==> src/rtl/rcs_pkg.sv <==
package rcs_pkg;
  typedef enum logic {
    CPL_OK = 1'b0,
    CPL_UR = 1'b1
  } cpl_status_e;

  typedef enum logic [1:0] {
    KIND_GOOD  = 2'd0,
    KIND_SHAPE = 2'd1,
    KIND_NOTGT = 2'd2
  } req_kind_e;
endpackage

==> src/rtl/rcs_req_check.sv <==
module rcs_req_check
  import rcs_pkg::*;
#(
  parameter int AW       = 32,
  parameter int LW       = 13,
  parameter int PAGE_LOG = 12
) (
  input  logic [AW-1:0] addr,
  input  logic [LW-1:0] len,
  input  logic          tgt_hit,
  output req_kind_e     kind
);
  localparam int SW = LW + 1;
  localparam logic [SW-1:0] PAGE_BYTES = SW'(1) << PAGE_LOG;

  logic [SW-1:0] reach;
  logic          bad_shape;

  assign reach     = SW'(addr[PAGE_LOG-1:0]) + SW'(len);
  assign bad_shape = (len == '0) || (reach > PAGE_BYTES);

  always_comb begin
    if (bad_shape)     kind = KIND_SHAPE;
    else if (!tgt_hit) kind = KIND_NOTGT;
    else               kind = KIND_GOOD;
  end
endmodule

==> src/rtl/rcs_chunk_calc.sv <==
module rcs_chunk_calc #(
  parameter int AW        = 32,
  parameter int LW        = 13,
  parameter int CHUNK_LOG = 6
) (
  input  logic [AW-1:0] cur_addr,
  input  logic [AW:0]   end_addr,
  input  logic          chain,
  output logic [AW:0]   nxt_addr,
  output logic [LW-1:0] bytes,
  output logic          is_last
);
  localparam logic [AW:0] ONE = {{AW{1'b0}}, 1'b1};

  logic [AW:0] base;
  logic [AW:0] bnd [2];
  logic [AW:0] sel_bnd;
  logic [AW:0] diff;

  assign base = {1'b0, cur_addr};

  for (genvar g = 0; g < 2; g++) begin : g_size
    localparam int SH = CHUNK_LOG + g;
    assign bnd[g] = ((base >> SH) + ONE) << SH;
  end

  assign sel_bnd  = chain ? bnd[1] : bnd[0];
  assign is_last  = (sel_bnd >= end_addr);
  assign nxt_addr = is_last ? end_addr : sel_bnd;
  assign diff     = nxt_addr - base;
  assign bytes    = diff[LW-1:0];
endmodule

==> src/rtl/rd_cpl_splitter.sv <==
module rd_cpl_splitter
  import rcs_pkg::*;
#(
  parameter int          AW         = 32,
  parameter int          LW         = 13,
  parameter int          CHUNK_LOG  = 6,
  parameter int          PAGE_LOG   = 12,
  parameter logic [31:0] REMAP_ADDR = 32'h000C_0000
) (
  input  logic          clk,
  input  logic          rst,
  input  logic          req_valid,
  output logic          req_ready,
  input  logic [AW-1:0] req_addr,
  input  logic [LW-1:0] req_len,
  input  logic          req_chain,
  output logic [AW-1:0] tgt_addr,
  input  logic          tgt_hit,
  output logic          ent_valid,
  output logic [AW-1:0] ent_addr,
  output logic [LW-1:0] ent_bytes,
  output logic          ent_ur,
  output logic          ent_last
);
  localparam logic [AW-1:0] REMAP = AW'(REMAP_ADDR);

  logic          busy;
  logic [AW-1:0] cur_q;
  logic [AW:0]   end_q;
  logic          chain_q;

  logic [AW:0]   req_end;
  req_kind_e     kind;
  logic [AW-1:0] calc_cur;
  logic [AW:0]   calc_end;
  logic          calc_chain;
  logic [AW:0]   calc_nxt;
  logic [LW-1:0] calc_bytes;
  logic          calc_last;
  logic          accept;

  assign req_ready = !busy;
  assign accept    = req_valid && !busy;
  assign tgt_addr  = req_addr;
  assign req_end   = {1'b0, req_addr} + {{(AW + 1 - LW){1'b0}}, req_len};

  rcs_req_check #(.AW(AW), .LW(LW), .PAGE_LOG(PAGE_LOG)) u_check (
    .addr    (req_addr),
    .len     (req_len),
    .tgt_hit (tgt_hit),
    .kind    (kind)
  );

  assign calc_cur   = busy ? cur_q   : req_addr;
  assign calc_end   = busy ? end_q   : req_end;
  assign calc_chain = busy ? chain_q : req_chain;

  rcs_chunk_calc #(.AW(AW), .LW(LW), .CHUNK_LOG(CHUNK_LOG)) u_calc (
    .cur_addr (calc_cur),
    .end_addr (calc_end),
    .chain    (calc_chain),
    .nxt_addr (calc_nxt),
    .bytes    (calc_bytes),
    .is_last  (calc_last)
  );

  always_ff @(posedge clk) begin
    if (rst) begin
      busy      <= 1'b0;
      cur_q     <= '0;
      end_q     <= '0;
      chain_q   <= 1'b0;
      ent_valid <= 1'b0;
      ent_addr  <= '0;
      ent_bytes <= '0;
      ent_ur    <= CPL_OK;
      ent_last  <= 1'b0;
    end else begin
      ent_valid <= 1'b0;
      if (busy) begin
        ent_valid <= 1'b1;
        ent_addr  <= cur_q;
        ent_bytes <= calc_bytes;
        ent_ur    <= CPL_OK;
        ent_last  <= calc_last;
        cur_q     <= calc_nxt[AW-1:0];
        if (calc_last) busy <= 1'b0;
      end else if (accept) begin
        ent_valid <= 1'b1;
        unique case (kind)
          KIND_GOOD: begin
            ent_addr  <= req_addr;
            ent_bytes <= calc_bytes;
            ent_ur    <= CPL_OK;
            ent_last  <= calc_last;
            busy      <= !calc_last;
            cur_q     <= calc_nxt[AW-1:0];
            end_q     <= req_end;
            chain_q   <= req_chain;
          end
          KIND_NOTGT: begin
            ent_addr  <= REMAP;
            ent_bytes <= req_len;
            ent_ur    <= CPL_UR;
            ent_last  <= 1'b1;
          end
          default: begin
            ent_addr  <= req_addr;
            ent_bytes <= req_len;
            ent_ur    <= CPL_UR;
            ent_last  <= 1'b1;
          end
        endcase
      end
    end
  end
endmodule

==> config.mk <==
export PLATFORM = sky130hd
export DESIGN_NAME = rd_cpl_splitter
export DESIGN_NICKNAME = d
export VERILOG_FILES = /design/src/rtl/rcs_pkg.sv /design/src/rtl/rcs_req_check.sv /design/src/rtl/rcs_chunk_calc.sv /design/src/rtl/rd_cpl_splitter.sv
export SDC_FILE = /design/constraint.sdc
export NUM_CORES = 1
export LEC_CHECK = 0
export CAP_MARGIN = 20
export CORE_UTILIZATION = 30
export CTS_CLUSTER_SIZE = 40
export DETAILED_ROUTE_END_ITERATION = 12
export HOLD_SLACK_MARGIN = 0.06
export SETUP_SLACK_MARGIN = 0.15
export SLEW_MARGIN = 0
export SYNTH_ARGS = -nofsm -noshare
export SYNTH_HDL_FRONTEND = slang
export SYNTH_SLANG_ARGS = --single-unit
==> constraint.sdc <==
create_clock -name clk -period 12.1 [get_ports clk]
set_input_delay 1.21 -clock clk [delete_from_list [all_inputs] [get_ports clk]]
set_output_delay 1.21 -clock clk [all_outputs]
set_load 0.05 [all_outputs]
==> results_dict.tcl <==
set metrics [dict create \
    status "completed" \
    slew_headroom 0.3289 \
    period_needed_ns 8.503 \
    ys_warn_count 0 \
    grt_usage 0.1897 \
    die_h_um 170.4 \
    hp-class "flop to flop" \
    hold_viol 0 \
    start_kind "primary input" \
    synth_cell_types 76 \
    grt_first_pass_wirelength_mm 42.46 \
    yosys_register_bits 115 \
    synth_fa_ha_area_frac 0.08411 \
    placed_area_um2 9917 \
    row_count 61 \
    drc 0 \
    switching_share 0.3595 \
    final_area_um2 10500 \
    cp_max_fo 14 \
    cts_tree "yes" \
    core_area_um2 27860 \
    drtAntennaViolNets 0 \
    mostFrequentLayoutCells "129 x clkdlybuf4s50_1, 118 x nand2_1, 114 x dfxtp_1" \
    yosysSeqAreaShare 0.2705 \
    finClkSkew_ns 0.01163 \
    clk_pin_slew_ns 0.05 \
    fin_crit_sh 0.7027 \
    seq_power_share 0.307 \
    rsz0062_at_grt "false" \
    synth_area_leaders "dfxtp_1 27%, mux2i_1 8.0%, ha_1 7.9%, nand2_1 5.2%, nor2_1 4.9%" \
    crit_type "primary input to flop" \
    start_util 0.3055 \
    postCtsSetupRepairBufs 0 \
    clkPwrFrac 0.342 \
    dp_hpwl_mm 19.71 \
    port_buffers 130 \
    synth_edf_count 0 \
    async_flop_share 0 \
    final_common_cell "clkdlybuf4s50_1" \
    syn_inst 1054 \
    tns_ns 0 \
    area_delta_synth_final_pct 23.36 \
    ctsLongestPathBuffers 2 \
    cellLeakagePower_uw 0.004260 \
    power.total_uw 1414 \
    num_vias 7941 \
    finalWirelength_mm 27.08 \
    cts_buffers 17 \
    cpMostUsedCell "ha_1" \
    ir_drop_mv 0.09151 \
    pre_cts_slack_ns 2.486 \
    switching_power_uw 508.3 \
    worst_path_max_delay_cell "a31oi_1" \
    crit_required_ns 12.42 \
    diodes 0 \
    power_density_nw_per_um2 134.7 \
    wl_per_cell_um 17.86 \
    yosys.area.top_type_share 0.2705 \
    synth.cell_area_um2 8509 \
    p_int_uw 905.8 \
    cts-root-buf "clkbuf_16" \
    num-nets-final 1234 \
    die_area_um2 29040 \
    power_frac_comb 0.350 \
    dr.first_iter.drc_count 699 \
    yosys.area_share.simple 0.2189 \
    utilization 0.3768 \
    arrival_ns 8.82 \
    max_slew.worst_pin.slew_ns 0.9927 \
    synth_top_family_by_area "simple AND/OR/NAND/NOR gates" \
    grt_overflow 0 \
    drive_gt1_frac 0.08436 \
    synth.area.mux_share 0.08396 \
    synth_ff_type "dfxtp_1" \
    grt_pass1_vias 7695 \
    cts-resized-gates 0 \
    viasPerCell 5.238 \
    h-tree-depth 4 \
    clkSinkCount 115 \
    grt_max_degree 50 \
    cp-end-kind "flop" \
    firstDrtPassIters 6 \
    drv_cap 0 \
    avgSynthCellArea_um2 8.073 \
    grt_antenna_before_repair 0 \
    setup-violations-final 0 \
    io_pins 131 \
    max_freq_mhz 117.6 \
    hold_buffers 0 \
    drv_slew 0 \
    insertion_delay_ns 0.42 \
    yosysTopAreaCell "dfxtp_1" \
    worst_slack_ns 3.597 \
    synth_xor_area_frac 0.06793 \
    synth_fp_nets 1160 \
    gp_congestion 0.8801 \
    slowest_delay_ns 0.70 \
    synth-compound-area-share 0.1939 \
    die_w_um 170.4 \
]
power by group through the flow:
stage,logic (uW),registers [uW],clock network [uW]
finish,495,435,484
global route,539,439,511
CTS,492,435,494
detailed placement,489,443,0
global placement,488,442,0
floorplan,308,483,0
state kept, by name (all words and copies together), names as in the netlist:
| name | flops |
|---|---|
| end_q | 33 |
| ent_bytes | 13 |
| chain_q | 1 |
| ent_last | 1 |
| ent_valid | 1 |
| ent_addr | 32 |
| ent_ur | 1 |
| busy | 1 |
| cur_q | 32 |
cell usage after synthesis (24+ instances only):
cell type and number:
xor2_1 26, buf_4 32, nor2_1 110, nand2_1 118, inv_1 50, xnor2_1 40
o21ai_0 24, mux2i_1 68, nand3_1 26, a21oi_1 64, clkbuf_1 44, ha_1 54
a222oi_1 26, dfxtp_1 115
stage by stage:
step,std cells,hold WS [ns]
finish,1516,0.4516
global route,1516,0.4717
CTS,1514,0.4530
detailed placement,1485,0.4458
global placement,1485,0.4409
floorplan,1054,0.4357
cell type report:
cell class                      instances  area, um2
Tap cell                              378      473.0
Clock buffer                           24      503.0
Clock inverter                          5      50.05
Multi-Input combinational cell        797       5545
Timing Repair Buffer                  146       1429
Inverter                               51      191.4
Sequential cell                       115       2306
Fill cell                            2855      17360
per-layer routing:
layer / share of wire / track usage
met1: 0.46 / 0.2521
met5: 0 / 0
met3: 0.063 / 0.03674
met4: 0.022 / 0.06816
met2: 0.45 / 0.3036
critical path: cells and delay by family:
kind | cells | cell delay, ns
simple gates | 7 | 1.67
compound gates | 12 | 2.99
buf+inv | 3 | 0.78
fa+ha+maj | 5 | 1.58
xor+xnor | 2 | 0.34
mux | 1 | 0.25
logic make-up after synthesis:
| kind of cell | Yosys count |
|---|---|
| and+or+nand+nor | 380 |
| xor gates and xnor gates | 66 |
| muxes | 71 |
| DFF | 115 |
| buffers and inverters | 142 |
| AOI/OAI and AO/OA | 224 |
| adders and majority gates | 56 |
path summary, 6_finish.rpt:
path | slack (ns) | endpoint | startpoint | cells past startpoint
worst min-delay path | 0.45 | end_q[6] | end_q[6] | 2
worst max register to register | 4.28 | ent_bytes[11] | busy | 23
worst min register to register | 0.45 | end_q[6] | end_q[6] | 2
worst max-delay path | 3.60 | ent_bytes[12] | req_len[0] | 30
(Power assumes the default switching activity.)
